### src/rtl/tx_seq_pkg.sv
package tx_seq_pkg;

  // kind of word the selector places on the line this cycle
  typedef enum logic [2:0] {
    K_IDLE,
    K_LFAULT,
    K_RFAULT,
    K_PREAMBLE,
    K_BEAT,
    K_TERM,
    K_GAP
  } word_kind_e;

  typedef enum logic [1:0] {
    ST_OPEN,
    ST_PRE,
    ST_BEAT,
    ST_TAIL
  } seq_state_e;

  localparam logic [7:0] CH_IDLE  = 8'h07;
  localparam logic [7:0] CH_START = 8'hFB;
  localparam logic [7:0] CH_TERM  = 8'hFD;
  localparam logic [7:0] CH_ERR   = 8'hFE;
  localparam logic [7:0] CH_SEQ   = 8'h9C;
  localparam logic [7:0] CH_PRE   = 8'h55;
  localparam logic [7:0] CH_SFD   = 8'hD5;
  localparam logic [7:0] LF_CODE  = 8'h01;
  localparam logic [7:0] RF_CODE  = 8'h02;

endpackage

### src/rtl/tx_seq_fsm.sv
module tx_seq_fsm
  import tx_seq_pkg::*;
(
  input  logic       clk,
  input  logic       rst_n,
  input  logic       cfg_enable,
  input  logic       req_lf,
  input  logic       req_rf,
  input  logic       req_idle,
  input  logic       in_valid,
  input  logic       in_sop,
  input  logic       in_eop,
  input  logic       last_full,
  output logic       in_ready,
  output logic       busy,
  output word_kind_e word_kind
);

  seq_state_e state_q, state_d;

  // next-state and word selection
  always_comb begin
    state_d   = state_q;
    word_kind = K_IDLE;
    in_ready  = 1'b0;
    unique case (state_q)
      ST_OPEN: begin
        if (req_lf) begin
          word_kind = K_LFAULT;
        end else if (req_rf) begin
          word_kind = K_RFAULT;
        end else if (req_idle || !cfg_enable) begin
          word_kind = K_IDLE;
        end else begin
          word_kind = K_IDLE;
          if (in_valid && in_sop) state_d = ST_PRE;
        end
      end
      ST_PRE: begin
        word_kind = K_PREAMBLE;
        state_d   = ST_BEAT;
      end
      ST_BEAT: begin
        in_ready = 1'b1;
        if (in_valid) begin
          word_kind = K_BEAT;
          if (in_eop) state_d = last_full ? ST_TAIL : ST_OPEN;
        end else begin
          word_kind = K_GAP;
        end
      end
      ST_TAIL: begin
        word_kind = K_TERM;
        state_d   = ST_OPEN;
      end
      default: state_d = ST_OPEN;
    endcase
  end

  always_ff @(posedge clk or negedge rst_n) begin
    if (!rst_n) state_q <= ST_OPEN;
    else        state_q <= state_d;
  end

  assign busy = (state_q != ST_OPEN);

  // a preamble cycle is always followed by the beat phase with ready high
  assert_pre_then_ready_R6: assert property (@(posedge clk) disable iff (!rst_n)
    (busy && !in_ready && $past(!busy) && $past(rst_n)) |=> in_ready);

endmodule

### src/rtl/tx_seq_lanes.sv
module tx_seq_lanes
  import tx_seq_pkg::*;
#(
  parameter int LANES = 8,
  localparam int DW = LANES * 8,
  localparam int CW = $clog2(LANES + 1)
)(
  input  word_kind_e        word_kind,
  input  logic [DW-1:0]     beat_data,
  input  logic [LANES-1:0]  beat_keep,
  input  logic              beat_last,
  output logic [DW-1:0]     word_data,
  output logic [LANES-1:0]  word_ctrl
);

  logic [CW-1:0] nbytes;

  always_comb begin
    nbytes = '0;
    for (int k = 0; k < LANES; k++) begin
      nbytes = nbytes + {{(CW-1){1'b0}}, beat_keep[k]};
    end
  end

  for (genvar i = 0; i < LANES; i++) begin : g_lane
    localparam int POS = i % 4;
    logic [7:0] lane_byte;
    logic       lane_ctl;

    always_comb begin
      lane_byte = CH_IDLE;
      lane_ctl  = 1'b1;
      case (word_kind)
        K_LFAULT, K_RFAULT: begin
          if (POS == 0) begin
            lane_byte = CH_SEQ;
            lane_ctl  = 1'b1;
          end else if (POS == 3) begin
            lane_byte = (word_kind == K_LFAULT) ? LF_CODE : RF_CODE;
            lane_ctl  = 1'b0;
          end else begin
            lane_byte = 8'h00;
            lane_ctl  = 1'b0;
          end
        end
        K_PREAMBLE: begin
          if (i == 0) begin
            lane_byte = CH_START;
            lane_ctl  = 1'b1;
          end else begin
            lane_byte = (i == LANES - 1) ? CH_SFD : CH_PRE;
            lane_ctl  = 1'b0;
          end
        end
        K_BEAT: begin
          if (!beat_last || (CW'(i) < nbytes)) begin
            lane_byte = beat_data[i*8 +: 8];
            lane_ctl  = 1'b0;
          end else if (CW'(i) == nbytes) begin
            lane_byte = CH_TERM;
            lane_ctl  = 1'b1;
          end
        end
        K_TERM: begin
          lane_byte = (i == 0) ? CH_TERM : CH_IDLE;
          lane_ctl  = 1'b1;
        end
        K_GAP: begin
          lane_byte = CH_ERR;
          lane_ctl  = 1'b1;
        end
        default: begin
          lane_byte = CH_IDLE;
          lane_ctl  = 1'b1;
        end
      endcase
    end

    assign word_data[i*8 +: 8] = lane_byte;
    assign word_ctrl[i]        = lane_ctl;
  end

endmodule

### src/rtl/tx_seq_oreg.sv
module tx_seq_oreg
  import tx_seq_pkg::*;
#(
  parameter int LANES = 8,
  localparam int DW = LANES * 8
)(
  input  logic             clk,
  input  logic             rst_n,
  input  logic [DW-1:0]    d_data,
  input  logic [LANES-1:0] d_ctrl,
  output logic [DW-1:0]    q_data,
  output logic [LANES-1:0] q_ctrl
);

  always_ff @(posedge clk or negedge rst_n) begin
    if (!rst_n) begin
      q_data <= {LANES{CH_IDLE}};
      q_ctrl <= '1;
    end else begin
      q_data <= d_data;
      q_ctrl <= d_ctrl;
    end
  end

endmodule

### src/rtl/tx_link_seq_sel.sv
module tx_link_seq_sel
  import tx_seq_pkg::*;
#(
  parameter int LANES = 8,
  localparam int DW = LANES * 8
)(
  input  logic             clk,
  input  logic             rst_n,
  input  logic             cfg_enable,
  input  logic             req_local_fault,
  input  logic             req_remote_fault,
  input  logic             req_idle,
  input  logic             in_valid,
  input  logic [DW-1:0]    in_data,
  input  logic [LANES-1:0] in_keep,
  input  logic             in_sop,
  input  logic             in_eop,
  output logic             in_ready,
  output logic [DW-1:0]    xg_data,
  output logic [LANES-1:0] xg_ctrl
);

  // reset: asserted asynchronously, released on the clock
  logic [1:0] rst_sync_q;
  logic       rst_q;

  always_ff @(posedge clk or negedge rst_n) begin
    if (!rst_n) rst_sync_q <= 2'b00;
    else        rst_sync_q <= {rst_sync_q[0], 1'b1};
  end
  assign rst_q = rst_sync_q[1];

  word_kind_e       word_kind;
  logic             busy;
  logic             last_full;
  logic [DW-1:0]    nxt_data;
  logic [LANES-1:0] nxt_ctrl;

  assign last_full = in_eop && (&in_keep);

  tx_seq_fsm u_fsm (
    .clk        (clk),
    .rst_n      (rst_q),
    .cfg_enable (cfg_enable),
    .req_lf     (req_local_fault),
    .req_rf     (req_remote_fault),
    .req_idle   (req_idle),
    .in_valid   (in_valid),
    .in_sop     (in_sop),
    .in_eop     (in_eop),
    .last_full  (last_full),
    .in_ready   (in_ready),
    .busy       (busy),
    .word_kind  (word_kind)
  );

  tx_seq_lanes #(.LANES(LANES)) u_lanes (
    .word_kind (word_kind),
    .beat_data (in_data),
    .beat_keep (in_keep),
    .beat_last (in_eop),
    .word_data (nxt_data),
    .word_ctrl (nxt_ctrl)
  );

  tx_seq_oreg #(.LANES(LANES)) u_oreg (
    .clk    (clk),
    .rst_n  (rst_q),
    .d_data (nxt_data),
    .d_ctrl (nxt_ctrl),
    .q_data (xg_data),
    .q_ctrl (xg_ctrl)
  );

  assert_lf_wins_R3: assert property (@(posedge clk) disable iff (!rst_q)
    (!busy && req_local_fault) |=>
      (xg_data[7:0] == CH_SEQ && xg_ctrl[0] && !xg_ctrl[3] && xg_data[31:24] == LF_CODE));

  assert_rf_next_R4: assert property (@(posedge clk) disable iff (!rst_q)
    (!busy && !req_local_fault && req_remote_fault) |=>
      (xg_data[7:0] == CH_SEQ && xg_ctrl[0] && xg_data[31:24] == RF_CODE));

  assert_idle_only_R5: assert property (@(posedge clk) disable iff (!rst_q)
    (!busy && !req_local_fault && !req_remote_fault && (req_idle || !cfg_enable)) |=>
      (xg_ctrl == '1 && xg_data[7:0] == CH_IDLE));

  assert_no_ready_idle_R2: assert property (@(posedge clk) disable iff (!rst_q)
    (!busy) |-> !in_ready);

  assert_ready_drops_R7: assert property (@(posedge clk) disable iff (!rst_q)
    (in_ready && in_valid && in_eop) |=> !in_ready);

  assert_lone_term_R8: assert property (@(posedge clk) disable iff (!rst_q)
    (in_ready && in_valid && last_full) |=> ##1
      (xg_data[7:0] == CH_TERM && xg_ctrl == '1));

  assert_gap_err_R10: assert property (@(posedge clk) disable iff (!rst_q)
    (in_ready && !in_valid) |=> (xg_ctrl == '1 && xg_data[7:0] == CH_ERR));

endmodule

### config.mk
export PLATFORM = sky130hd
export DESIGN_NAME = tx_link_seq_sel
export DESIGN_NICKNAME = d
export VERILOG_FILES = /design/src/rtl/tx_seq_pkg.sv /design/src/rtl/tx_seq_fsm.sv /design/src/rtl/tx_seq_lanes.sv /design/src/rtl/tx_seq_oreg.sv /design/src/rtl/tx_link_seq_sel.sv
export SDC_FILE = /design/constraint.sdc
export NUM_CORES = 1
export LEC_CHECK = 0
export BUFFER_PORTS_ARGS = -buffer_cell sky130_fd_sc_hd__buf_2
export CORE_MARGIN = 2
export CORE_UTILIZATION = 30
export DETAILED_ROUTE_END_ITERATION = 8
export PLACE_DENSITY_LB_ADDON = 0.1
export SYNTH_ARGS = -nofsm -noshare
export SYNTH_HDL_FRONTEND = slang
export SYNTH_SLANG_ARGS = --single-unit
export TNS_END_PERCENT = 1
### constraint.sdc
create_clock -name clk -period 3.2 [get_ports clk]
set_input_delay 0.48 -clock clk [delete_from_list [all_inputs] [get_ports clk]]
set_output_delay 0.48 -clock clk [all_outputs]
set_load 0.05 [all_outputs]
* Word-level counts from Yosys, hierarchy flattened
Cells that the tools add are included.
** Operators by class
- Magnitude comparators :: 8
- Multiplexer cells :: 54
- Equality and inequality tests :: 22
- Add/sub/neg operators :: 7
- Reductions and logical operators :: 19
** Operators with widths (count)
- 8-bit case mux with 4 select lines :: 7
- 8-bit two-way mux :: 16
- 8-bit case mux with 5 select lines :: 1
- 4-bit by 1-bit adder with 4-bit output :: 6
- 2-bit two-way mux :: 10
- 3-bit by 4-bit equality test with 1-bit output, first input constant :: 4
- 3-bit by 4-bit < comparator with 1-bit output, first input constant :: 4
- 1-bit case mux with 2 select lines :: 7
- 3-bit case mux with 4 select lines :: 1
- 1-bit two-way mux :: 10
- 2-bit inequality test, second input constant :: 5
- 3-bit equality test, second input constant :: 3
- 1-bit logical OR :: 9
- 2-bit by 4-bit equality test with 1-bit output, first input constant :: 2
- 1-bit by 4-bit < comparator with 1-bit output, first input constant :: 2
- 2-bit by 4-bit < comparator with 1-bit output, first input constant :: 2
- 2-bit case mux with 4 select lines :: 1
- 8-bit AND reduction :: 1
- 3-bit by 2-bit equality test with 1-bit output, second input constant :: 2
- 6-bit AND reduction :: 1
- 1-bit by 4-bit equality test with 1-bit output, first input constant :: 1
- 2-bit equality test, second input constant :: 2
- 4-bit zero test :: 1
- 3-bit by 1-bit equality test with 1-bit output, second input constant :: 1
- other kinds (9) :: 11
** Word-level totals
- Register bits after elaboration :: 76
- Output and inout port bits :: 73
- Input bits :: 81

* Longest topological paths before layout
Gate-level depths: netlist (run 1).
- Depth in word-level cells :: 11
- Mapped depth :: 13

* Modules after synthesis
Synthesis (run 1) repeated with hierarchy kept, for this count alone.
** Second synthesis, totals
- Cells, all modules :: 340
- Area total of the unflattened synthesis :: 3564.7 µm²
** By module, submodules not included
- tx_seq_oreg :: times used 1, area each 1841.8 µm², cells an instance 72, sequential area each 1841.8 µm²
- tx_seq_lanes :: times used 1, area each 1491.4 µm², cells an instance 242, sequential area each 0.0 µm²
- tx_seq_fsm :: times used 1, area each 152.6 µm², cells an instance 19, sequential area each 50.0 µm²
- tx_link_seq_sel :: times used 1, area each 78.8 µm², cells an instance 7, sequential area each 50.0 µm²

* Worst setup path before layout (run 1)
No wires, ideal clock.
- Path kind :: in2reg
- From :: input in_keep[0]
- To :: register u_oreg.q_data[12]
- Arrival :: 3.490 ns
- Library setup time :: 0.140 ns
- Stages :: 12
- Path slack :: -0.430 ns
- Required time :: 3.060 ns
- Buffers on the path :: 1
- Cell sequence :: ha_1 inv_1 fa_1 fa_1 fa_1 fa_1 buf_6 clkinv_1 nor2_1 a21oi_1 inv_2 o21ai_0
** Between the ends
- Longest elaborated chain between the ends :: 11
- Elaborated cells on any way between the ends :: 13
- Those cells by class :: add/sub: 7; order compare: 1; eq/ne: 1; mux: 3; reduce/logical: 1
** Ends and longest elaborated chain
- from (decl) :: line tx_link_seq_sel.sv:15 : input logic [LANES-1:0] in_keep,
- 1-bit by 1-bit adder with 2-bit output (*) :: line tx_seq_lanes.sv:21 : nbytes = nbytes + {{(CW-1){1'b0}}, beat_keep[k]};
- 4-bit by 1-bit adder with 4-bit output (*) (6 in a row) :: line tx_seq_lanes.sv:21
- 1-bit by 4-bit < comparator with 1-bit output or 1-bit by 4-bit equality test with 1-bit output (tied branches) :: line tx_seq_lanes.sv:56, tx_seq_lanes.sv:59
- 1-bit logical OR or 8-bit two-way mux (tied branches) :: line tx_seq_lanes.sv:56, tx_seq_lanes.sv:59
- 8-bit two-way mux (*) :: line tx_seq_lanes.sv:56 : if (!beat_last || (CW'(i) < nbytes)) begin
- 8-bit case mux with 4 select lines (*) :: line tx_seq_lanes.sv:33 : case (word_kind)
- named net nxt_data[12] :: line tx_link_seq_sel.sv:36 : logic [DW-1:0] nxt_data;
- to (signal assigned) :: line tx_seq_oreg.sv:17 : q_data <= {LANES{CH_IDLE}};
- to (signal assigned) :: line tx_seq_oreg.sv:20 : q_data <= d_data;
- to (decl) :: line tx_seq_oreg.sv:11 : output logic [DW-1:0] q_data,
Mark *: on every way through the listed nets, which the timed path passes. The rest lies on a longest branch.
A chain may end at the register's enable or synchronous reset.

* Final worst setup path (run 1)
- From :: input in_keep[1]
- To :: register u_oreg.q_data[21]
** Between the ends
- Longest elaborated chain between the ends :: 11
- Elaborated cells on any way between the ends :: 13
- Those cells by class :: add/sub: 7; order compare: 1; eq/ne: 1; mux: 3; reduce/logical: 1
** Ends and longest elaborated chain (line)
- 1-bit by 1-bit adder with 2-bit output (*) :: tx_seq_lanes.sv:21
- 4-bit by 1-bit adder with 4-bit output (*) (6 in a row) :: tx_seq_lanes.sv:21
- 2-bit by 4-bit < comparator with 1-bit output or 2-bit by 4-bit equality test with 1-bit output (tied branches) :: tx_seq_lanes.sv:56, tx_seq_lanes.sv:59
- 1-bit logical OR or 8-bit two-way mux (tied branches) :: tx_seq_lanes.sv:56, tx_seq_lanes.sv:59
- 8-bit two-way mux (*) :: tx_seq_lanes.sv:56
- 8-bit case mux with 4 select lines (*) :: tx_seq_lanes.sv:33
- named net nxt_data[21] :: tx_link_seq_sel.sv:36
Marked as above.

==> results.toml, run 1 <==
[status]
status = "finished with violations"
violations = "setup timing"

[yosys]
synthMuxAreaShare_pct = 0.291
syn_area_mm2 = 0.00344
yosysSeqAreaShare_pct = 56.4
syn_inst = 321
synthAdderAreaFrac_pct = 3.42
ys_types = 50
synth_xor_area_share_pct = 0.509
ys_ff_latch = 76
synth_top_family_by_area = "compound AO/OA/AOI/OAI gates"
synthSimpleGateAreaFrac_pct = 11.1
synth_async_sr_flop_share_pct = 100
synthFlopType = "dfrtp_1"
synth-edff-count = 0
synth_compound_area_share_pct = 22.3
synth.avg_cell_area_um2 = 10.7
synth_nets = 409
ys_warn_count = 0

[cells_and_area]
layout-drive-gt1-share_pct = 54.0
nets = 594
fill_cells = 1158
area_growth_pct = 45.4
utilization_pct = 44.2
layout_commonest_cell = "buf_2"
antenna_cells = 0
ff_latch_area_mm2 = 0.00195
final_cell_mix = "buf_2 (153), dfrtp_1 (43), buf_4 (35)"
multi_input_area_mm2 = 0.00142

[timing]
setup_viol = 45
drv_slew = 0
max_slew.worst_pin.slew_ns = 0.929
setup_slack_ns = -0.107
min_period_ns = 3.31
finalCritPeriodShare_pct = 103
max_freq_mhz = 302
max_slew_margin_pct = 38.0
grt_setup_unrepaired = "true"
hold_violations = 0
skew_ns = 0.00450

[routing]
drc = 0
vias = 3095
dr.first_iter.drc_count = 164
viasPerCell = 4.73
routed_wl_mm = 10.8
post_drt_wl_per_cell_um = 16.5
antenna_left = 0
firstDrtPassIters = 4

[pwr]
switching_share_pct = 34.3
seqPwrFrac_pct = 34.5
powerDensity_mw_per_mm2 = 624
internal_power_mw = 2.05
p_switching_mw = 1.07
comb_power_share_pct = 34.1
p_clk_share_pct = 31.5
leakage_nw = 2.56
ir_worst_vdd_mv = 0.250
total_power_mw = 3.13

[die]
num_rows = 39
die_h_um = 111
start_util_pct = 30.4
die_w_um = 111
core_mm2 = 0.0113
die_area_mm2 = 0.0123
pin_count = 154

[worst_setup_path]
cp_max_fo = 3
criticalPathCategory = "in2reg"
cp-end-kind = "register"
rrSetupSlack_ns = 1.23
required_ns = 3.42
startpoint_type = "input port"
critical_path_arrival_ns = 3.52

[clocking]
cts_tree = "built"
clock_path_buffers = 2
clk_pin_slew_ns = 0.06
clock_sinks = 76
cts_root_buf = "clkbuf_16"
cts_buffers = 9
ctsHtreeMaxLevel = 3
insertion_delay_ns = 0.32

[placed_design]
dpl.hpwl_mm = 8.23
pre_cts_slack_ns = -0.548
port_buffers = 153
place.gp.congestion = 0.796

[flow_run]
cap_violations = 0

[grt]
grt_pass1_vias = 3196
grt_pass1_wl_mm = 17.2
grtUsageTotal_pct = 17.9
antenna_found_initial = 0
grt_max_degree = 75
grt_overflow_total = 0

[hold_path]
hold_class = "in2reg"
==> sequential cells by signal, summed over array words and instances, names as in the netlist <==
register and count:
rst_sync_q 2, u_fsm.state_q 2, u_oreg.q_ctrl 8, u_oreg.q_data 64
==> stage by stage <==
step	hold WS (ns)	instance area (µm²)	std cells	setup TNS (ns)
floorplan	0.184	3460	321	-13.66
global placement	0.265	4550	634	-28.58
detailed placement	0.265	4550	634	-30.35
CTS	0.341	4930	654	-1.86
global route	0.349	5010	654	-7.37
finish	0.357	5010	654	-1.76
==> cells by family after synthesis <==
family	Yosys count
other	1
adders and majority gates	7
xor gates and xnor gates	2
DFF	76
buffers and inverters	37
muxes	1
AOI/OAI and AO/OA	120
and+or+nand+nor	77
==> final timing paths <==
check	startpoint	endpoint	cells after the start
worst max register to register	u_fsm.state_q[0]$_DFFE_PN0P_	u_oreg.q_data[52]$_DFF_PN0_	6
max in group asynchronous	rst_sync_q[1]$_DFF_PN0_	u_oreg.q_data[3]$_DFF_PN0_	0
worst min-delay path	in_data[19]	u_oreg.q_data[19]$_DFF_PN0_	2
worst min register to register	rst_sync_q[0]$_DFF_PN0_	rst_sync_q[1]$_DFF_PN0_	0
worst max-delay path	in_keep[1]	u_oreg.q_data[21]$_DFF_PN0_	13
min in group asynchronous	rst_n	rst_sync_q[1]$_DFF_PN0_	2
==> cells in the mapped netlist (all sizes together) (2+ instances only) <==
library cell,number,area [µm²]
a21o,10,76.3
a21oi,33,169
a22o,2,17.5
a31o,3,26.3
a31oi,12,75.1
and2b,2,17.5
buf,14,115
clkbuf,6,22.5
dfrtp,44,1100
dfstp,32,841
fa,4,80.1
ha,3,37.5
inv,16,60.1
nand2,26,113
nand2b,8,65.1
nand4,2,12.5
nor2,28,105
nor2b,4,27.5
nor3,3,15.0
o21a,3,22.5
o21ai,40,204
o221ai,4,35.0
o31ai,5,37.5
o32ai,2,55.1
==> power groups by stage <==
stage / registers [mW] / logic, mW / clock network, mW
floorplan: 1.30 / 0.403 / 0
global placement: 1.10 / 0.961 / 0
detailed placement: 1.10 / 0.968 / 0
CTS: 1.08 / 1.04 / 1.01
global route: 1.09 / 1.15 / 1.05
finish: 1.08 / 1.06 / 0.983
==> critical path, cell delays in order <==
cell and delay (ns):
buf_2 0.11, ha_4 0.25, inv_1 0.04, fa_1 0.49
fa_1 0.44, fa_2 0.38, fa_2 0.36, nand2b_4 0.17
o32ai_4 0.26, buf_6 0.14, a21oi_1 0.07, buf_4 0.17
a21o_1 0.16
==> final cells by class <==
class                   count  share of cell area, %
clock buffers              16                   5.85
repair buffers            194                   21.9
multi-input cells         208                   28.4
well taps                 143                   3.57
flip-flops and latches     76                   38.9
inverters                  17                   1.42
==> repair_timing <==
| item | CTS | global route |
|---|---|---|
| endpoints found under the setup margin | 66 | 69 |
| setup buffers | 3 | 0 |
| resized for setup | 20 | 30 |
| hold endpoints to repair | 2 | 0 |
| hold buffers | 1 | 0 |
| pin swaps | 4 | 10 |
==> layer usage <==
layer | up-vias | track usage, % | part of all wire, %
met1 | 1504 | 24.2 | 45
met5 | - | 0 | 0
met2 | 99 | 28.7 | 49
met4 | 0 | 5.35 | 0.90
met3 | 6 | 4.54 | 5.0
li1 | 1486 | - | -
Power figures use the tool's default switching activity.
==> inputs of run 2 (changes only) <==
--- a/config.mk
+++ b/config.mk
@@ -5,11 +5,13 @@
 export SDC_FILE = /design/constraint.sdc
 export NUM_CORES = 1
 export LEC_CHECK = 0
+export ABC_CLOCK_PERIOD_IN_PS = 2800
 export BUFFER_PORTS_ARGS = -buffer_cell sky130_fd_sc_hd__buf_2
 export CORE_MARGIN = 2
 export CORE_UTILIZATION = 30
 export DETAILED_ROUTE_END_ITERATION = 8
 export PLACE_DENSITY_LB_ADDON = 0.1
+export SLEW_MARGIN = 10
 export SYNTH_ARGS = -nofsm -noshare
 export SYNTH_HDL_FRONTEND = slang
 export SYNTH_SLANG_ARGS = --single-unit
==> constraint.sdc (replaced) <==
create_clock -name clk -period 2.8 [get_ports clk]
set_input_delay 0.42 -clock clk [delete_from_list [all_inputs] [get_ports clk]]
set_output_delay 0.42 -clock clk [all_outputs]
set_load 0.05 [all_outputs]
==> run 2 against run 1 <==
Compared with the run above:
- the run still ends with setup timing left
- sequential share of layout area decreased by 1.3 points
- critical path depth increased by 1
- global-route usage rose by 0.19 points
- die area unchanged
- clock power increased by 9.9%
- wire length grew 3.4%
- non-clock buffer count grew 3
- clock-buffer cell count decreased by 2
- sequential power up 14%
- worst hold slack got worse by 0.065 ns
- design area rose by 3.4%
- cell count grew 0.46%
- critical path type unchanged
- largest cell class unchanged
- largest power group is now combinational cells
==> results.toml, run 2 (synthesized netlist as in run 1, its figures left out) <==
[status]
status = "finished with violations"
violations = "setup timing"

[cells_and_area]
final_cell_mix = "buf_2 (151), dfrtp_1 (43), dfstp_2 (32)"
nets = 597
layout-drive-gt1-share_pct = 57.2
regMostFlops = "u_oreg.q_data"
reg.largest.list = "u_oreg.q_data: 64 flops, u_oreg.q_ctrl: 8 flops"
area_growth_pct = 50.5
final_cells = 657
antenna_cells = 0
layout_commonest_cell = "buf_2"
largest_reg_flops = 64

[grt]
antenna_found_initial = 0
grt_max_degree = 75
use_met1_pct = 24.6
met2_usage_pct = 28.1
grtUsageMet3_pct = 4.54
grt_busiest_layer = "met2"
grt_overflow_total = 0
grt_pass1_vias = 3213
grtUsageTotal_pct = 18.1
grt_pass1_wl_mm = 17.3

[routing]
vias = 3167
firstDrtPassIters = 4
viasPerCell = 4.82
post_drt_wl_per_cell_um = 17.0
dr.first_iter.drc_count = 164
antenna_left = 0
drc = 0
routed_wl_mm = 11.2

[die]
die_area_mm2 = 0.0123
core_mm2 = 0.0113
start_util_pct = 30.4
die_h_um = 111
num_rows = 39
die_w_um = 111
pin_count = 154

[pwr]
total_power_mw = 3.64
powerDensity_mw_per_mm2 = 702
ir_worst_vdd_mv = 0.237
leakage_nw = 2.59

[timing]
hold_violations = 0
max_slew.worst_pin.slew_ns = 1.01
setup_viol = 70
max_freq_mhz = 307
max_slew_margin_pct = 32.7
min_period_ns = 3.26
setup_slack_ns = -0.456
holdWs_ns = 0.292
skew_ns = 0.00491
grt_setup_unrepaired = "true"
drv_slew = 0
finalCritPeriodShare_pct = 116

[placed_design]
dp.cells = 634
pre_cts_slack_ns = -0.893
dpl.hpwl_mm = 8.16
place.gp.congestion = 0.801
port_buffers = 153

[worst_setup_path]
critical_path_arrival_ns = 3.48
cp-end-kind = "register"
required_ns = 3.02
cp_max_fo = 7
reg2reg_depth = 6
startpoint_type = "input port"
criticalPathCategory = "in2reg"

[hold_path]
hold_depth = 2
hold_class = "in2reg"

[clocking]
insertion_delay_ns = 0.33
clk_pin_slew_ns = 0.06
ctsHtreeMaxLevel = 3
clock_path_buffers = 2
cts_tree = "built"
clock_sinks = 76
cts_buffers = 9
cts_root_buf = "clkbuf_16"

[flow_run]
cap_violations = 0
-- run 2: stage by stage --
step	area, µm²	util (%)	setup TNS [ns]
3_3_place_gp	4550	40.2	-53.51
2_1_floorplan	3460	-	-37.23
5_1_grt	5180	45.7	-33.23
6_report	5180	45.7	-25.45
3_5_place_dp	4550	40.2	-56.06
4_1_cts	4940	43.7	-28.11
-- run 2: repair_timing --
action | CTS | global route
endpoints found under the hold margin | 2 | 0
gates cloned | 0 | 1
resized for setup | 23 | 58
endpoints found under the setup margin | 71 | 71
pin swaps | 15 | 21
setup buffers | 5 | 1
hold buffers | 1 | 0
-- run 2: worst paths after layout --
path	from	to	slack (ns)
setup / recovery	in_keep[0]	u_oreg.q_data[7]$_DFF_PN0_	-0.46
hold / removal	in_data[19]	u_oreg.q_data[19]$_DFF_PN0_	0.29
min in group asynchronous	rst_n	rst_sync_q[1]$_DFF_PN0_	0.41
max in group asynchronous	rst_sync_q[1]$_DFF_PN0_	u_oreg.q_data[6]$_DFF_PN0_	1.69
hold reg to reg	rst_sync_q[0]$_DFF_PN0_	rst_sync_q[1]$_DFF_PN0_	0.36
setup reg to reg	u_fsm.state_q[1]$_DFFE_PN0P_	u_oreg.q_data[39]$_DFF_PN0_	0.84
-- run 2: cell type report --
cell class | count | area, µm²
clock inverter | 2 | 10.0
inverter | 17 | 68.8
sequential | 76 | 1950
clock buffer | 14 | 265
multi-input combinational | 208 | 1540
tap | 143 | 179
timing repair buffer | 197 | 1170
fill | 1143 | 6140
-- run 2: critical path, cell delays in order --
cell and delay, ns:
buf_6 0.10, ha_4 0.25, inv_2 0.03, fa_1 0.52, fa_1 0.45, fa_2 0.39, fa_2 0.37, buf_6 0.17
nand2_8 0.09, o32ai_4 0.09, buf_6 0.16, a21oi_4 0.18, inv_4 0.08, o21a_1 0.17
-- run 2: power by group --
group | switching (mW) | internal [mW]
Sequential | 0.0396 | 1.19
Clock | 0.428 | 0.653
Combinational | 0.815 | 0.511
Total | 1.28 | 2.35
-- run 2: layer usage --
layer  part of all wire, %  vias to the layer above
li1                      -                     1488
met1                    45                     1564
met2                    48                      101
met3                   5.3                       14
met4                   1.6                        0
met5                     0                        -
==> inputs of run 3 (changes only) <==
--- a/config.mk
+++ b/config.mk
@@ -9,8 +9,10 @@
 export BUFFER_PORTS_ARGS = -buffer_cell sky130_fd_sc_hd__buf_2
 export CORE_MARGIN = 2
 export CORE_UTILIZATION = 30
+export CTS_CLUSTER_DIAMETER = 200
 export DETAILED_ROUTE_END_ITERATION = 8
 export PLACE_DENSITY_LB_ADDON = 0.1
+export REMOVE_ABC_BUFFERS = 1
 export SLEW_MARGIN = 10
 export SYNTH_ARGS = -nofsm -noshare
 export SYNTH_HDL_FRONTEND = slang
==> run 3 against run 2 <==
Compared with the run above:
- largest power group unchanged
- highest routed layer unchanged
- clock skew rose by 0.00085 ns
- the flow still finishes with violations (setup timing)
- die area did not move
- sequential power barely moved
- design area fell by 1.1%
- wire length fell by 1.5%
==> results.toml, run 3 (synthesized netlist as in run 1, its figures left out) <==
[worst_setup_path]
required_ns = 3.02
crit_buf_inv = 4
criticalPathCategory = "in2reg"
critical_path_arrival_ns = 3.45
crit_family = "adder cells"
cp_max_fo = 4
slowest_stage = "fa_1"
critPathMaxStageDelay_ns = 0.49
cp-end-kind = "register"
startpoint_type = "input port"
crit_chain = "buf_6, ha_4, inv_2, fa_1, fa_1, fa_2, fa_2, nand2b_4, o32ai_4, buf_6, a21oi_2, buf_4, a21o_1"

[clocking]
cts_buffers = 9
cts_root_buf = "clkbuf_16"
post-cts-setup-buffers = 0
cts_tree = "built"
insertion_delay_ns = 0.33
ctsHtreeMaxLevel = 3
clock_path_buffers = 2
clk_pin_slew_ns = 0.06
clock_sinks = 76

[timing]
max_slew_margin_pct = 37.0
finalCritPeriodShare_pct = 115
hold_violations = 0
max_slew.worst_pin.slew_ns = 0.945
max_freq_mhz = 310
setup_slack_ns = -0.430
grt_setup_unrepaired = "true"
skew_ns = 0.00577
drv_slew = 0
setup_total_negative_slack_ns = -22.46
setup_viol = 69
min_period_ns = 3.23

[routing]
viasPerCell = 4.81
drc = 0
firstDrtPassIters = 4
post_drt_wl_per_cell_um = 16.5
vias = 3201
routed_wl_mm = 11.0
dr.first_iter.drc_count = 146
antenna_left = 0

[pwr]
switching_share_pct = 35.1
powerDensity_mw_per_mm2 = 707
seqPwrFrac_pct = 34.0
total_power_mw = 3.62
leakage_nw = 2.62
comb_power_share_pct = 34.8
internal_power_mw = 2.35
p_clk_share_pct = 31.2
ir_worst_vdd_mv = 0.287
p_switching_mw = 1.27

[die]
num_rows = 39
die_w_um = 111
pin_count = 154
die_h_um = 111
start_util_pct = 30.4
core_mm2 = 0.0113
die_area_mm2 = 0.0123

[grt]
grt_busiest_layer = "met2"
grt_pass1_wl_mm = 17.1
grt_max_degree = 75
grtUsageMet3_pct = 4.92
use_met1_pct = 24.1
met2_usage_pct = 28.5
grtUsageTotal_pct = 18.0
grt_overflow_total = 0
grt_pass1_vias = 3296
antenna_found_initial = 2

[placed_design]
place_area_mm2 = 0.00465
port_buffers = 153
dpl.hpwl_mm = 8.10
place.gp.congestion = 0.781

[flow_run]
cap_violations = 0

[cells_and_area]
reg.largest.list = "u_oreg.q_data: 64 flops, u_oreg.q_ctrl: 8 flops"
fin_area_mm2 = 0.00512
layout_commonest_cell = "buf_2"
final_cell_mix = "buf_2 (151), buf_4 (45), dfrtp_1 (43)"
largest_reg_flops = 64
regMostFlops = "u_oreg.q_data"
layout-drive-gt1-share_pct = 56.6
nets = 604
area_growth_pct = 48.8

[hold_path]
hold_class = "in2reg"

[status]
violations = "setup timing"
status = "finished with violations"
## run 3: cell count changes in the layout (fill, tap and decap cells not counted), sizes merged
cell | previous run | this run
inv | 17 | 16
buf | 195 | 203
diode | 0 | 2
clkinv | 2 | 4
clkbuf | 15 | 13
## run 3: area by class of cell
class / count / area, µm²
flip-flops and latches: 76 / 1950
diodes: 2 / 5.00
fillers: 1142 / 6200
inverters: 17 / 67.6
clock buffers: 13 / 272
well taps: 143 / 179
clock inverters: 3 / 18.8
multi-input cells: 208 / 1430
repair buffers: 204 / 1200
## run 3: final timing paths
path                                              start                           to  slack (ns)  cells past startpoint
max                                          in_keep[1]  u_oreg.q_data[21]$_DFF_PN0_       -0.43                     13
min reg2reg                     rst_sync_q[0]$_DFF_PN0_      rst_sync_q[1]$_DFF_PN0_        0.35                      0
max in group asynchronous       rst_sync_q[1]$_DFF_PN0_  u_oreg.q_data[63]$_DFF_PN0_        1.71                      0
max reg2reg                u_fsm.state_q[0]$_DFFE_PN0P_  u_oreg.q_data[21]$_DFF_PN0_        0.87                      8
min in group asynchronous                         rst_n      rst_sync_q[1]$_DFF_PN0_        0.39                      2
min                                         in_data[34]  u_oreg.q_data[34]$_DFF_PN1_        0.29                      3
## run 3: worst min-delay path, cell delays in order
cell and delay [ns]:
buf_2 0.08, nor2_1 0.03, nand2_1 0.05
## run 3: power groups by stage
| stage | Sequential, mW | Clock (mW) | Combinational [mW] |
|---|---|---|---|
| floorplan | 1.49 | 0 | 0.378 |
| global placement | 1.25 | 0 | 1.14 |
| detailed placement | 1.25 | 0 | 1.15 |
| CTS | 1.23 | 1.16 | 1.22 |
| global route | 1.24 | 1.21 | 1.35 |
| finish | 1.23 | 1.13 | 1.26 |
## run 3: stage by stage
stage          cells  utilization [%]  hold slack [ns]  setup slack, ns
3_5_place_dp     647             41.1            0.209           -0.998
6_report         666             45.2            0.285           -0.430
3_3_place_gp     647             41.1            0.205           -0.987
2_1_floorplan    301                -            0.124            -1.09
4_1_cts          664             44.7            0.275           -0.416
5_1_grt          665             45.2            0.282           -0.494
## run 3: repair_timing
action | CTS | global route
endpoints found under the setup margin | 71 | 71
gates cloned | 0 | 0
hold buffers | 1 | 0
pin swaps | 13 | 3
hold endpoints to repair | 2 | 0
gates resized for setup | 43 | 20
## run 3: layer usage
layer,wire length [µm],up-vias
li1,-,1512
met1,5030,1554
met2,5090,121
met3,673,14
met4,183,0
met5,0,-
